File: config.mk
export PLATFORM = sky130hd
export DESIGN_NAME = dio_edge_port
export DESIGN_NICKNAME = d
export VERILOG_FILES = /design/src/rtl/dio_pkg.sv /design/src/rtl/dio_sync.sv /design/src/rtl/dio_irq_csr.sv /design/src/rtl/dio_in_capture.sv /design/src/rtl/dio_edge_port.sv
export SDC_FILE = /design/constraint.sdc
export NUM_CORES = 1
export LEC_CHECK = 0
export BUFFER_PORTS_ARGS = -buffer_cell sky130_fd_sc_hd__buf_4
export CAP_MARGIN = 20
export CORE_MARGIN = 2
export CORE_UTILIZATION = 35
export DETAILED_ROUTE_END_ITERATION = 12
export PLACE_DENSITY_LB_ADDON = 0.3
export SYNTH_ARGS = -nofsm -noshare
export SYNTH_HDL_FRONTEND = slang
export SYNTH_SLANG_ARGS = --single-unit
File: constraint.sdc
create_clock -name clk -period 4.3 [get_ports clk]
set_input_delay 0.645 -clock clk [delete_from_list [all_inputs] [get_ports clk]]
set_output_delay 0.645 -clock clk [all_outputs]
set_load 0.005 [all_outputs]
File: src/rtl/dio_pkg.sv
package dio_pkg;

   // word indices (byte address >> 2)
   localparam int WORD_IN  = 0;
   localparam int WORD_OUT = 1;
   localparam int WORD_REV = 13;
   localparam int WORD_CSR = 14;

   // CSR bit positions
   localparam int CSR_POL_BIT  = 6;
   localparam int CSR_EN_BIT   = 12;
   localparam int CSR_PEND_BIT = 17;
   localparam int CSR_MISS_BIT = 23;

   // control byte bit positions (within the byte)
   localparam int CTL_LATCH_BIT = 5;
   localparam int CTL_EDGE_BIT  = 6;

   typedef struct packed {
      logic miss;
      logic pend;
      logic en;
      logic pol;
   } irq_state_t;

endpackage

File: src/rtl/dio_sync.sv
module dio_sync #(
   parameter int W      = 1,
   parameter int STAGES = 2
) (
   input  logic         clk,
   input  logic         rst_n,
   input  logic [W-1:0] d,
   output logic [W-1:0] q
);

   generate
      if (STAGES < 2) begin : g_bad_stages
         $error("dio_sync: STAGES must be at least 2");
      end
      if (W < 1) begin : g_bad_width
         $error("dio_sync: W must be at least 1");
      end
   endgenerate

   logic [STAGES-1:0][W-1:0] stg_q;

   always_ff @(posedge clk) begin
      if (!rst_n) stg_q <= '0;
      else        stg_q <= {stg_q[STAGES-2:0], d};
   end

   assign q = stg_q[STAGES-1];

endmodule

File: src/rtl/dio_irq_csr.sv
module dio_irq_csr
   import dio_pkg::*;
(
   input  logic        clk,
   input  logic        rst_n,
   input  logic        rise,
   input  logic        fall,
   input  logic        wr,
   input  logic [2:0]  be,
   input  logic [31:0] wdata,
   output irq_state_t  st,
   output logic        irq_req
);

   irq_state_t st_q;
   logic       edge_sel;
   logic       clr_pend;
   logic       clr_miss;

   assign edge_sel = st_q.pol ? fall : rise;
   assign clr_pend = wr && be[2] && wdata[CSR_PEND_BIT];
   assign clr_miss = wr && be[2] && wdata[CSR_MISS_BIT];

   always_ff @(posedge clk) begin
      if (!rst_n) begin
         st_q <= '0;
      end else begin
         if (wr && be[0]) st_q.pol <= wdata[CSR_POL_BIT];
         if (wr && be[1]) st_q.en  <= wdata[CSR_EN_BIT];
         // a fresh edge outranks an acknowledge in the same cycle
         if (edge_sel)      st_q.pend <= 1'b1;
         else if (clr_pend) st_q.pend <= 1'b0;
         if (edge_sel && st_q.pend && !clr_pend) st_q.miss <= 1'b1;
         else if (clr_miss)                      st_q.miss <= 1'b0;
      end
   end

   assign st      = st_q;
   assign irq_req = st_q.pend && st_q.en;

   assert_pend_set_R5: assert property (@(posedge clk) disable iff (!rst_n)
      edge_sel |=> st_q.pend);

   assert_pend_clear_R6: assert property (@(posedge clk) disable iff (!rst_n)
      (clr_pend && !edge_sel) |=> !st_q.pend);

   assert_miss_cause_R7: assert property (@(posedge clk) disable iff (!rst_n)
      $rose(st_q.miss) |-> $past(st_q.pend));

   assert_miss_sticky_R7: assert property (@(posedge clk) disable iff (!rst_n)
      (st_q.miss && !clr_miss) |=> st_q.miss);

   assert_race_keeps_R8: assert property (@(posedge clk) disable iff (!rst_n)
      (edge_sel && clr_pend && !st_q.miss) |=> (st_q.pend && !st_q.miss));

endmodule

File: src/rtl/dio_in_capture.sv
module dio_in_capture #(
   parameter int PORT_W   = 8,
   parameter bit LATCH_EN = 1'b1
) (
   input  logic              clk,
   input  logic              rst_n,
   input  logic              rise,
   input  logic              fall,
   input  logic              latch_on,
   input  logic              edge_fall,
   input  logic [PORT_W-1:0] live_a,
   input  logic [PORT_W-1:0] live_b,
   output logic [PORT_W-1:0] rd_a,
   output logic [PORT_W-1:0] rd_b
);

   generate
      if (LATCH_EN) begin : g_latch
         logic              cap;
         logic [PORT_W-1:0] snap_a;
         logic [PORT_W-1:0] snap_b;

         assign cap = latch_on && (edge_fall ? fall : rise);

         always_ff @(posedge clk) begin
            if (!rst_n) begin
               snap_a <= '0;
               snap_b <= '0;
            end else if (cap) begin
               snap_a <= live_a;
               snap_b <= live_b;
            end
         end

         assign rd_a = latch_on ? snap_a : live_a;
         assign rd_b = latch_on ? snap_b : live_b;

         assert_snap_hold_R10: assert property (@(posedge clk) disable iff (!rst_n)
            !cap |=> ($stable(snap_a) && $stable(snap_b)));
      end else begin : g_live
         assign rd_a = live_a;
         assign rd_b = live_b;
      end
   endgenerate

endmodule

File: src/rtl/dio_edge_port.sv
module dio_edge_port
   import dio_pkg::*;
#(
   parameter int          ADDR_W      = 6,
   parameter int          PORT_W      = 8,
   parameter int          SYNC_STAGES = 2,
   parameter bit          LATCH_EN    = 1'b1,
   parameter logic [15:0] REV_DIGITS  = 16'h3132
) (
   input  logic              clk,
   input  logic              rst_n,
   input  logic [ADDR_W-1:0] bus_addr,
   input  logic [31:0]       bus_wdata,
   input  logic [3:0]        bus_be,
   input  logic              bus_wr,
   input  logic              bus_rd,
   output logic [31:0]       bus_rdata,
   input  logic [PORT_W-1:0] in_a,
   input  logic [PORT_W-1:0] in_b,
   input  logic              irq_in,
   output logic [PORT_W-1:0] out_a,
   output logic [PORT_W-1:0] out_b,
   output logic              irq_out
);

   localparam int WORD_W = ADDR_W - 2;
   localparam int SYNC_W = 2 * PORT_W + 1;
   localparam logic [WORD_W-1:0] W_IN  = WORD_W'(WORD_IN);
   localparam logic [WORD_W-1:0] W_OUT = WORD_W'(WORD_OUT);
   localparam logic [WORD_W-1:0] W_REV = WORD_W'(WORD_REV);
   localparam logic [WORD_W-1:0] W_CSR = WORD_W'(WORD_CSR);
   localparam logic [31:0] REV_WORD = {REV_DIGITS[7:0], REV_DIGITS[15:8], 8'h30, 8'h41};

   generate
      if (ADDR_W < 6) begin : g_bad_addr
         $error("dio_edge_port: ADDR_W must be at least 6");
      end
      if (PORT_W < 1 || PORT_W > 8) begin : g_bad_port
         $error("dio_edge_port: PORT_W must be 1..8");
      end
      if (REV_DIGITS[15:8] < 8'h20 || REV_DIGITS[15:8] > 8'h7E ||
          REV_DIGITS[7:0]  < 8'h20 || REV_DIGITS[7:0]  > 8'h7E) begin : g_bad_rev
         $error("dio_edge_port: REV_DIGITS must be printable ASCII");
      end
   endgenerate

   logic [WORD_W-1:0] word;
   logic              wr_in, wr_out, wr_csr;
   logic              ctl_latch, ctl_edge;
   logic [PORT_W-1:0] out_a_q, out_b_q;
   logic [PORT_W-1:0] live_a, live_b, rd_a, rd_b;
   logic              irq_s, irq_prev, rise, fall;
   irq_state_t        st;

   assign word   = bus_addr[ADDR_W-1:2];
   assign wr_in  = bus_wr && (word == W_IN);
   assign wr_out = bus_wr && (word == W_OUT);
   assign wr_csr = bus_wr && (word == W_CSR);

   always_ff @(posedge clk) begin
      if (!rst_n) begin
         ctl_latch <= 1'b0;
         ctl_edge  <= 1'b0;
         out_a_q   <= '0;
         out_b_q   <= '0;
      end else begin
         if (wr_in && bus_be[3]) begin
            ctl_latch <= bus_wdata[24 + CTL_LATCH_BIT];
            ctl_edge  <= bus_wdata[24 + CTL_EDGE_BIT];
         end
         if (wr_out && bus_be[0]) out_a_q <= bus_wdata[PORT_W-1:0];
         if (wr_out && bus_be[1]) out_b_q <= bus_wdata[8 +: PORT_W];
      end
   end

   dio_sync #(.W(SYNC_W), .STAGES(SYNC_STAGES)) u_sync (
      .clk   (clk),
      .rst_n (rst_n),
      .d     ({irq_in, in_b, in_a}),
      .q     ({irq_s, live_b, live_a})
   );

   always_ff @(posedge clk) begin
      if (!rst_n) irq_prev <= 1'b0;
      else        irq_prev <= irq_s;
   end

   assign rise = irq_s && !irq_prev;
   assign fall = !irq_s && irq_prev;

   dio_irq_csr u_csr (
      .clk     (clk),
      .rst_n   (rst_n),
      .rise    (rise),
      .fall    (fall),
      .wr      (wr_csr),
      .be      (bus_be[2:0]),
      .wdata   (bus_wdata),
      .st      (st),
      .irq_req (irq_out)
   );

   dio_in_capture #(.PORT_W(PORT_W), .LATCH_EN(LATCH_EN)) u_cap (
      .clk       (clk),
      .rst_n     (rst_n),
      .rise      (rise),
      .fall      (fall),
      .latch_on  (ctl_latch),
      .edge_fall (ctl_edge),
      .live_a    (live_a),
      .live_b    (live_b),
      .rd_a      (rd_a),
      .rd_b      (rd_b)
   );

   always_comb begin
      bus_rdata = '0;
      if (bus_rd) begin
         case (word)
            W_IN: begin
               bus_rdata[7:0]  = 8'(rd_a);
               bus_rdata[15:8] = 8'(rd_b);
               bus_rdata[24 + CTL_LATCH_BIT] = ctl_latch;
               bus_rdata[24 + CTL_EDGE_BIT]  = ctl_edge;
            end
            W_OUT: begin
               bus_rdata[7:0]  = 8'(out_a_q);
               bus_rdata[15:8] = 8'(out_b_q);
            end
            W_REV: bus_rdata = REV_WORD;
            W_CSR: begin
               bus_rdata[CSR_POL_BIT]  = st.pol;
               bus_rdata[CSR_EN_BIT]   = st.en;
               bus_rdata[CSR_PEND_BIT] = st.pend;
               bus_rdata[CSR_MISS_BIT] = st.miss;
            end
            default: bus_rdata = '0;
         endcase
      end
   end

   assign out_a = out_a_q;
   assign out_b = out_b_q;

   assert_out_lane_a_R2: assert property (@(posedge clk) disable iff (!rst_n)
      (wr_out && bus_be[0]) |=> (out_a == $past(bus_wdata[PORT_W-1:0])));

   assert_out_hold_b_R2: assert property (@(posedge clk) disable iff (!rst_n)
      !(wr_out && bus_be[1]) |=> $stable(out_b));

   assert_req_gate_R9: assert property (@(posedge clk) disable iff (!rst_n)
      irq_out |-> (st.pend && st.en));

endmodule

==> impl_metrics.json, run 1 <==
{
  "fillers": 852,
  "core_mm2": 0.008763,
  "endpoint_kind": "primary output",
  "period_minus_slack_ns": 2.958,
  "cts_hold_buf": 0,
  "postCtsSetupRepairBufs": 0,
  "globalplace.congestion": 0.8465,
  "cts_buffers": 9,
  "grt_pass1_wl_um": 12640,
  "avgSynthCellArea_um2": 9.068,
  "slew_headroom": 0.3829,
  "critPathArrivalTime_ns": 2.31,
  "postLayoutSetupSlackWorst_ns": 1.342,
  "synth_cells": 352,
  "dpl_worst_slack_ns": 1.332,
  "track_usage": 0.1634,
  "syn-cell-area_mm2": 0.003192,
  "synth_top_cell_by_area": "dfxtp_1",
  "grt_max_degree": 70,
  "critical_path_class": "in -> out",
  "clk_pin_slew_ns": 0.08,
  "cts.sinks": 73,
  "worst_pin_slew_ns": 0.9243,
  "multi_input_area_mm2": 0.001531,
  "power_density_mw_per_mm2": 333.4,
  "dp_hpwl_um": 5577,
  "ys_seq_elements": 73,
  "use_met3": 0.03654,
  "setup-violations-final": 0,
  "yosys.area_share.simple": 0.2356,
  "synth.most_common_cell": "dfxtp_1",
  "p_total_mw": 1.343,
  "diodes": 0,
  "syn_to_final_growth_pct": 26.22,
  "slew_viol_final": 0,
  "synth_compound_area_frac": 0.1254,
  "drive_above_1_share": 0.2953,
  "timing.final.crit_share": 0.6878,
  "async_reset_ff_frac": 0,
  "layout.nets": 489,
  "grt_setup_unrepaired": "no",
  "start_util": 0.3642,
  "row_count": 34,
  "ys.flop_type": "dfxtp_1",
  "drt-initial-drc-count": 134,
  "met2_usage": 0.2547,
  "insertion_delay_ns": 0.34,
  "synthAdderAreaFrac": 0,
  "post-route-drc-count": 0,
  "vias_per_cell": 5.037,
  "root_buffer": "clkbuf_8",
  "timing.setup.tns_ns": 0,
  "htree_levels": 3,
  "io_pins": 112,
  "clk_path_buf_depth": 2,
  "numPortBuffers": 90,
  "synth-xor-area-share": 0.002744,
  "crit_path_start_kind": "input port",
  "synth_top_family_by_area": "simple AND/OR/NAND/NOR gates",
  "hold_viol_final": 0,
  "antenna_found_initial": 0,
  "leakage_nw": 1.595,
  "synth.distinct_cells": 36,
  "final_antenna_net_count": 0,
  "die_w_um": 99.50,
  "grt_pass1_vias": 2599,
  "vias": 2710,
  "status": "completed",
  "overflow": 0,
  "synth_seq_area_share": 0.4579,
  "synth_common_cells": "dfxtp_1 (73), and2_1 (40), nand2_1 (38)",
  "cts_tree": "yes",
  "yosys_warnings": 0,
  "routed_wl_um": 8123,
  "firstDrtPassIters": 5,
  "seq_area_mm2": 0.001461,
  "grt-busiest-layer": "met2",
  "synth_edf_count": 0,
  "muxShareOfSynthArea": 0.1066,
  "required_ns": 3.65,
  "drv_cap": 0,
  "fin_skew_ns": 0.009338,
  "max_freq_mhz": 338.1,
  "cts.repair.resized": 0,
  "wl_per_cell_um": 15.10,
  "die_h_um": 99.50,
  "netlist_top_cells_area": "dfxtp_1 (46%), and2_1 (7.8%), mux2_2 (5.6%), mux2i_1 (5.0%), nand2_1 (4.5%)",
  "yosysTopAreaCellShare": 0.4579,
  "use_met1": 0.2105,
  "fp.dieArea_mm2": 0.009899,
  "hold_path.class": "reg -> reg",
  "cp_max_fo": 10,
  "vdd.ir_drop.worst_mv": 0.1485
}
[flip-flops by register name, summed over array words and instances (netlist names)]
name and flops:
out_a 8, irq_prev 1, u_cap.g_latch.snap_a 8, ctl_edge 1, out_b 8, u_csr.st 4
u_sync.stg_q 17, u_cap.g_latch.snap_b 8, ctl_latch 1, u_sync.q 17
[layout make-up]
| type | count | area share |
|---|---|---|
| clock buffers | 12 | 0.03851 |
| clock inverters | 3 | 0.009938 |
| inverters | 2 | 0.001863 |
| multi-input cells | 247 | 0.3801 |
| flip-flops and latches | 73 | 0.3627 |
| well taps | 108 | 0.03354 |
| repair buffers | 93 | 0.1733 |
[path summary, 6_finish.rpt]
path	start	end	slack [ns]	cells past startpoint
max reg2reg	ctl_latch	u_cap.g_latch.snap_a[3]	2.10	3
min	u_sync.stg_q[13]	u_sync.q[13]	0.43	1
min reg2reg	u_sync.stg_q[13]	u_sync.q[13]	0.43	1
max	bus_addr[2]	bus_rdata[6]	1.34	6
[placed cells by master, fill, tap and decap left out, types with 2 or more instances in the layout]
cell type / Yosys / final
nor3b_1: 5 / 5
conb_1: 1 / 7
nor2b_1: 4 / 4
and2_1: 40 / 40
clkbuf_8: 0 / 11
nor2_1: 15 / 15
mux2i_1: 16 / 16
mux2_2: 16 / 16
clkinv_2: 0 / 2
nand3_1: 20 / 20
nand4_1: 2 / 2
dfxtp_1: 73 / 73
nand2_1: 38 / 38
buf_4: 14 / 93
a21oi_1: 26 / 26
a22oi_1: 14 / 14
and3_1: 4 / 4
inv_1: 2 / 2
a211oi_1: 2 / 2
o21ai_1: 10 / 10
o21ai_0: 15 / 15
[per-stage QoR]
stage / utilization / area, um2 / std cells / hold WS, ns
after floorplan: - / 3214 / 358 / 0.4119
after global placement: 0.4375 / 3834 / 523 / 0.4192
after detailed placement: 0.4375 / 3834 / 523 / 0.4187
after CTS: 0.4597 / 4029 / 538 / 0.4310
after global routing: 0.4597 / 4029 / 538 / 0.4479
final: 0.4597 / 4029 / 538 / 0.4298
[metal layers]
layer  share of wire  up-vias
met5               0        -
met4           0.021        0
met3           0.066       17
met2            0.46      102
met1            0.45     1247
li1                -     1344
[cell families (layout without fill, tap and decap cells)]
kind of cell	Yosys count	after routing
mux	32	32
other cells	1	7
buf+inv	38	110
flops	73	73
compound gates	70	70
xor+xnor	1	1
simple gates	137	137
[where the power goes]
part | internal, mW | switching [mW] | total [mW]
clock | 0.295 | 0.240 | 0.535
sequential | 0.693 | 0.00708 | 0.700
combinational | 0.0518 | 0.0559 | 0.108
[worst max-delay path, stage by stage]
cell	delay (ns)
buf_4	0.15
nor4_4	0.65
buf_4	0.31
a22oi_1	0.09
a211oi_1	0.29
buf_4	0.17
(Power assumes the default switching activity.)
==> run 2: changes to the inputs <==
--- a/config.mk
+++ b/config.mk
@@ -5,6 +5,7 @@
 export SDC_FILE = /design/constraint.sdc
 export NUM_CORES = 1
 export LEC_CHECK = 0
+export ABC_AREA = 1
 export BUFFER_PORTS_ARGS = -buffer_cell sky130_fd_sc_hd__buf_4
 export CAP_MARGIN = 20
 export CORE_MARGIN = 2
==> constraint.sdc (replaced) <==
create_clock -name clk -period 2.7 [get_ports clk]
set_input_delay 0.405 -clock clk [delete_from_list [all_inputs] [get_ports clk]]
set_output_delay 0.405 -clock clk [all_outputs]
set_load 0.005 [all_outputs]
==> run 2 against run 1 <==
  * Non-clock buffer count shrank 1
  * Core utilization grew 0.96 points
  * Die area shrank 5.0%
  * Global-route usage shrank 0.83 points
  * Total power grew 55%
  * Register-to-register slack lost 0.85 ns
  * Critical path type is now reg -> out
  * Critical endpoint unchanged
==> impl_metrics.json, run 2 <==
{
  "insertion_delay_ns": 0.33,
  "synth_seq_area_share": 0.4832,
  "drive_above_1_share": 0.2303,
  "routed_wl_um": 7310,
  "dpl.cell_count": 610,
  "synth_edf_count": 0,
  "syn-cell-area_mm2": 0.003024,
  "instances_no_fill": 626,
  "hold_path.class": "in -> reg",
  "netlist_top_cells_area": "dfxtp_1 (48%), nand2_1 (14%), nor2_1 (11%), inv_1 (6.2%), o21ai_0 (5.8%)",
  "root_buffer": "clkbuf_8",
  "synth.most_common_cell": "nand2_1",
  "critPathArrivalTime_ns": 1.74,
  "io_pins": 112,
  "synth_common_cells": "nand2_1 (109), nor2_1 (85), dfxtp_1 (73)",
  "dp_hpwl_um": 5343,
  "globalplace.congestion": 0.8026,
  "cts.repair.resized": 0,
  "clk_path_buf_depth": 2,
  "timing.final.crit_share": 0.7960,
  "fillers": 846,
  "firstDrtPassIters": 4,
  "period_minus_slack_ns": 2.149,
  "setup-violations-final": 0,
  "placed_area_mm2": 0.003704,
  "htree_levels": 3,
  "fp.dieArea_mm2": 0.009400,
  "overflow": 0,
  "async_reset_ff_frac": 0,
  "row_count": 33,
  "required_ns": 2.30,
  "synth.distinct_cells": 25,
  "post-route-drc-count": 0,
  "status": "completed",
  "max_freq_mhz": 465.3,
  "start_util": 0.3644,
  "ys_seq_elements": 73,
  "track_usage": 0.1551,
  "die_h_um": 96.96,
  "slew_viol_final": 0,
  "final_antenna_net_count": 0,
  "p_total_mw": 2.076,
  "crit_path_start_kind": "register",
  "critical_path_class": "reg -> out",
  "power_density_mw_per_mm2": 533.1,
  "holdPathStages": 3,
  "antenna_found_initial": 0,
  "yosys_warnings": 0,
  "postCtsSetupRepairBufs": 0,
  "endpoint_kind": "primary output",
  "r2r_cells": 7,
  "synth_cells": 433,
  "diodes": 0,
  "vdd.ir_drop.worst_mv": 0.3140,
  "worst_pin_slew_ns": 0.6237,
  "avgSynthCellArea_um2": 6.984,
  "clk_pin_slew_ns": 0.08,
  "wl_per_cell_um": 11.68,
  "final_cell_area_mm2": 0.003895,
  "yosysTopAreaCellShare": 0.4832,
  "fin_skew_ns": 0.009121,
  "grt_pass1_vias": 2589,
  "grt_max_degree": 71,
  "cp_max_fo": 17,
  "drt-initial-drc-count": 184,
  "vias": 2786,
  "ys.flop_type": "dfxtp_1",
  "grt_pass1_wl_um": 12080,
  "drv_cap": 0,
  "numPortBuffers": 90,
  "leakage_nw": 2.011,
  "most-common-layout-cells": "nand2_1 (109), buf_4 (92), nor2_1 (85), dfxtp_1 (73), inv_1 (50)",
  "core_mm2": 0.008299,
  "cts_hold_buf": 0,
  "slew_headroom": 0.5842,
  "final_common_cell": "nand2_1",
  "cts_buffers": 9,
  "layout.nets": 579,
  "cts_tree": "yes",
  "synth_top_cell_by_area": "dfxtp_1",
  "vias_per_cell": 4.450,
  "hold_viol_final": 0,
  "whs_ns": 0.2472,
  "cts.sinks": 73,
  "die_w_um": 96.96,
  "grt_setup_unrepaired": "no",
  "syn_to_final_growth_pct": 28.80,
  "timing.setup.tns_ns": 0
}
[run 2: cell count changes after synthesis, moves of 5 or more]
cell / change
nand2_1: +71
nand3_1: -14
mux2_2: -16
a22oi_1: -14
inv_2: +6
o21ai_0: +20
and2_1: -39
o21ai_1: -9
clkbuf_1: -5
inv_1: +48
nor3b_1: -5
mux2i_1: -16
nor2_1: +70
[run 2: worst paths after layout]
kind | start | endpoint | slack [ns]
worst min register to register | u_sync.stg_q[9] | u_sync.q[9] | 0.41
worst max register to register | irq_prev | u_cap.g_latch.snap_b[2] | 1.25
worst min-delay path | in_a[6] | u_sync.stg_q[6] | 0.25
worst max-delay path | ctl_latch | bus_rdata[6] | 0.55
[run 2: cell families after synthesis]
| logic type | Yosys count | share of synthesized area |
|---|---|---|
| flops | 73 | 0.4832 |
| compound gates | 64 | 0.1067 |
| other cells | 1 | 0.001240 |
| simple gates | 211 | 0.2822 |
| buf+inv | 84 | 0.1266 |
[run 2: report_power, final]
| part | switching (mW) | internal (mW) | total, mW | leakage [nW] |
|---|---|---|---|---|
| Clock | 0.389 | 0.413 | 0.802 | 0.100 |
| Combinational | 0.0806 | 0.0748 | 0.155 | 1.31 |
| Sequential | 0.0129 | 1.11 | 1.12 | 0.596 |
[run 2: metal layers]
layer,GRT usage,share of wire
met1,0.2090,0.45
met2,0.2473,0.46
met3,0.03468,0.078
met4,0.04984,0.0075
met5,0,0
[run 2: area by class of cell]
type / count / area, um2 / area share
Timing Repair Buffer: 92 / 690.7 / 0.1773
Inverter: 58 / 217.7 / 0.05589
Sequential cell: 73 / 1461 / 0.3752
Clock inverter: 3 / 22.52 / 0.005782
Clock buffer: 13 / 168.9 / 0.04337
Multi-Input combinational cell: 282 / 1202 / 0.3087
Tap cell: 105 / 131.4 / 0.03373
[run 2: stage by stage]
step	utilization	setup WS, ns
final	0.4693	0.5508
after CTS	0.4693	0.5309
after global placement	0.4463	0.6772
after floorplan	-	1.073
after detailed placement	0.4463	0.6584
after global routing	0.4693	0.3687
[run 2: worst max-delay path, stage by stage (launching register included)]
cell and delay [ns]:
dfxtp_1 0.34, clkinv_1 0.41, nand2_1 0.17, nand2_1 0.08
nand2_1 0.07, nand2_1 0.05, nor2_1 0.09, nor2_1 0.05
buf_4 0.13
==> run 3: changes to the inputs <==
--- a/config.mk
+++ b/config.mk
@@ -5,7 +5,7 @@
 export SDC_FILE = /design/constraint.sdc
 export NUM_CORES = 1
 export LEC_CHECK = 0
-export ABC_AREA = 1
+export ABC_AREA = 0
 export BUFFER_PORTS_ARGS = -buffer_cell sky130_fd_sc_hd__buf_4
 export CAP_MARGIN = 20
 export CORE_MARGIN = 2
==> constraint.sdc (replaced) <==
create_clock -name clk -period 2 [get_ports clk]
set_input_delay 0.3 -clock clk [delete_from_list [all_inputs] [get_ports clk]]
set_output_delay 0.3 -clock clk [all_outputs]
set_load 0.005 [all_outputs]
==> run 3 against run 2 <==
  * Global-route usage is 1.5 points higher
  * First-iteration DRC count is 39% lower
  * Die area is 5.3% higher
  * Sequential cell count stayed put
  * Total power is 48% higher
  * Critical path type unchanged
  * Largest power group unchanged
  * Highest routed layer unchanged
==> impl_metrics.json, run 3 (synthesized netlist as in run 1, its figures left out) <==
{
  "dpl_worst_slack_ns": 0.2215,
  "r2r_end": "u_cap.g_latch.snap_a[3]",
  "globalplace.congestion": 0.8387,
  "insertion_delay_ns": 0.35,
  "p_int_mw": 2.376,
  "instances_no_fill": 550,
  "wl_per_cell_um": 15.32,
  "grt_pass1_vias": 2659,
  "cts.sinks": 73,
  "netSwitchingPower_uw": 691.0,
  "max_freq_mhz": 515.6,
  "rrSetupSlack_ns": 0.53,
  "period_minus_slack_ns": 1.939,
  "setup-violations-final": 0,
  "most-common-layout-cells": "buf_4 (100), dfxtp_1 (72), and2_1 (40), nand2_1 (37), a21oi_1 (25)",
  "final_cell_area_mm2": 0.004283,
  "p_seq_frac": 0.490,
  "required_ns": 1.70,
  "p_total_mw": 3.067,
  "placed_area_mm2": 0.003911,
  "die_h_um": 99.50,
  "slew_headroom": 0.5741,
  "utilization": 0.4887,
  "start_util": 0.3642,
  "clk_path_buf_depth": 2,
  "htree_levels": 3,
  "worst_pin_slew_ns": 0.6382,
  "grt_pass1_wl_um": 13140,
  "fillers": 837,
  "drt-initial-drc-count": 112,
  "routed_wl_um": 8426,
  "power_frac_clock": 0.429,
  "root_buffer": "clkbuf_8",
  "cts_hold_buf": 0,
  "drv_cap": 0,
  "grt_setup_unrepaired": "yes",
  "vias": 2755,
  "crit_start": "ctl_latch",
  "vdd.ir_drop.worst_mv": 0.3099,
  "leakage_nw": 1.687,
  "timing.final.crit_share": 0.9697,
  "slew_viol_final": 0,
  "critPathArrivalTime_ns": 1.64,
  "hold_path.class": "in -> reg",
  "core_mm2": 0.008763,
  "cp_max_fo": 4,
  "cts_buffers": 9,
  "timing.setup.tns_ns": 0,
  "dp_hpwl_um": 5707,
  "track_usage": 0.1706,
  "crit_path_end": "bus_rdata[9]",
  "drive_above_1_share": 0.3507,
  "holdCritStartpoint": "in_a[6]",
  "io_pins": 112,
  "grt_max_degree": 69,
  "critical_path_class": "reg -> out",
  "layout.nets": 500,
  "syn_to_final_growth_pct": 34.18,
  "cts_tree": "yes",
  "status": "completed",
  "r2r-start": "u_sync.q[16]",
  "power_density_mw_per_mm2": 716.1,
  "fin_skew_ns": 0.01613,
  "dpl.cell_count": 530,
  "vias_per_cell": 5.009,
  "p_sw_frac": 0.2253,
  "r2r_cells": 4,
  "crit_path_start_kind": "register",
  "row_count": 34,
  "diodes": 0,
  "antenna_found_initial": 0,
  "die_w_um": 99.50,
  "final_antenna_net_count": 0,
  "numPortBuffers": 90,
  "post-route-drc-count": 0,
  "clk_pin_slew_ns": 0.09,
  "combPwrFrac": 0.081,
  "firstDrtPassIters": 4,
  "endpoint_kind": "primary output",
  "whs_ns": 0.1489,
  "final_common_cell": "buf_4",
  "postLayoutSetupSlackWorst_ns": 0.06058,
  "hold_viol_final": 0,
  "fp.dieArea_mm2": 0.009899,
  "overflow": 0
}
## run 3: changes by cell type in the layout (fill, tap and decap cells not counted), moves of 16 or more
cell     change
inv_1       -48
mux2i_1     +16
nand2_1     -72
nor2_1      -71
o21ai_0     -20
and2_1      +39
## run 3: area by class of cell
cell class	instances	area [um2]	share of cell area
multi-input combinational	247	1603	0.3742
sequential	73	1465	0.3421
timing repair buffer	104	843.3	0.1969
clock buffer	11	151.4	0.03535
tap	108	135.1	0.03155
clock inverter	5	77.57	0.01811
inverter	2	7.507	0.001753
## run 3: worst max-delay path: stages (launching register included)
cell	delay (ns)
dfxtp_4	0.42
clkbuf_16	0.16
mux2_2	0.32
a22oi_1	0.15
nor2_1	0.07
buf_4	0.15
## run 3: repair_timing
action / 4_1_cts / 5_1_grt
pin swaps: 0 / 3
endpoints found under the hold margin: 0 / 0
gates cloned: 1 / 1
resized for setup: 3 / 16
buffers inserted: 2 / 0
endpoints found under the setup margin: 1 / 6
## run 3: worst min path at each step
stage	to	slack, ns	cells after the start
finish	u_sync.stg_q[6]	0.15	2
global route	u_sync.stg_q[10]	0.14	2
CTS	u_sync.stg_q[6]	0.14	2
detailed placement	u_sync.q[14]	0.42	1
global placement	u_sync.q[3]	0.42	1
floorplan	u_sync.q[0]	0.41	1
## run 3: power groups by stage
stage / combinational (mW) / clock [mW] / sequential, mW
after global placement: 0.238 / 0 / 1.54
after detailed placement: 0.241 / 0 / 1.54
after global routing: 0.273 / 1.40 / 1.51
after floorplan: 0.134 / 0 / 1.53
final: 0.248 / 1.32 / 1.50
after CTS: 0.243 / 1.34 / 1.50
## run 3: metal layers
| metal | vias up | GRT usage | wire length (um) |
|---|---|---|---|
| met3 | 12 | 0.04849 | 481 |
| met1 | 1300 | 0.2126 | 3799 |
| met4 | 0 | 0.06006 | 112 |
| met2 | 80 | 0.2827 | 4033 |
| li1 | 1363 | - | - |
| met5 | - | 0 | 0 |
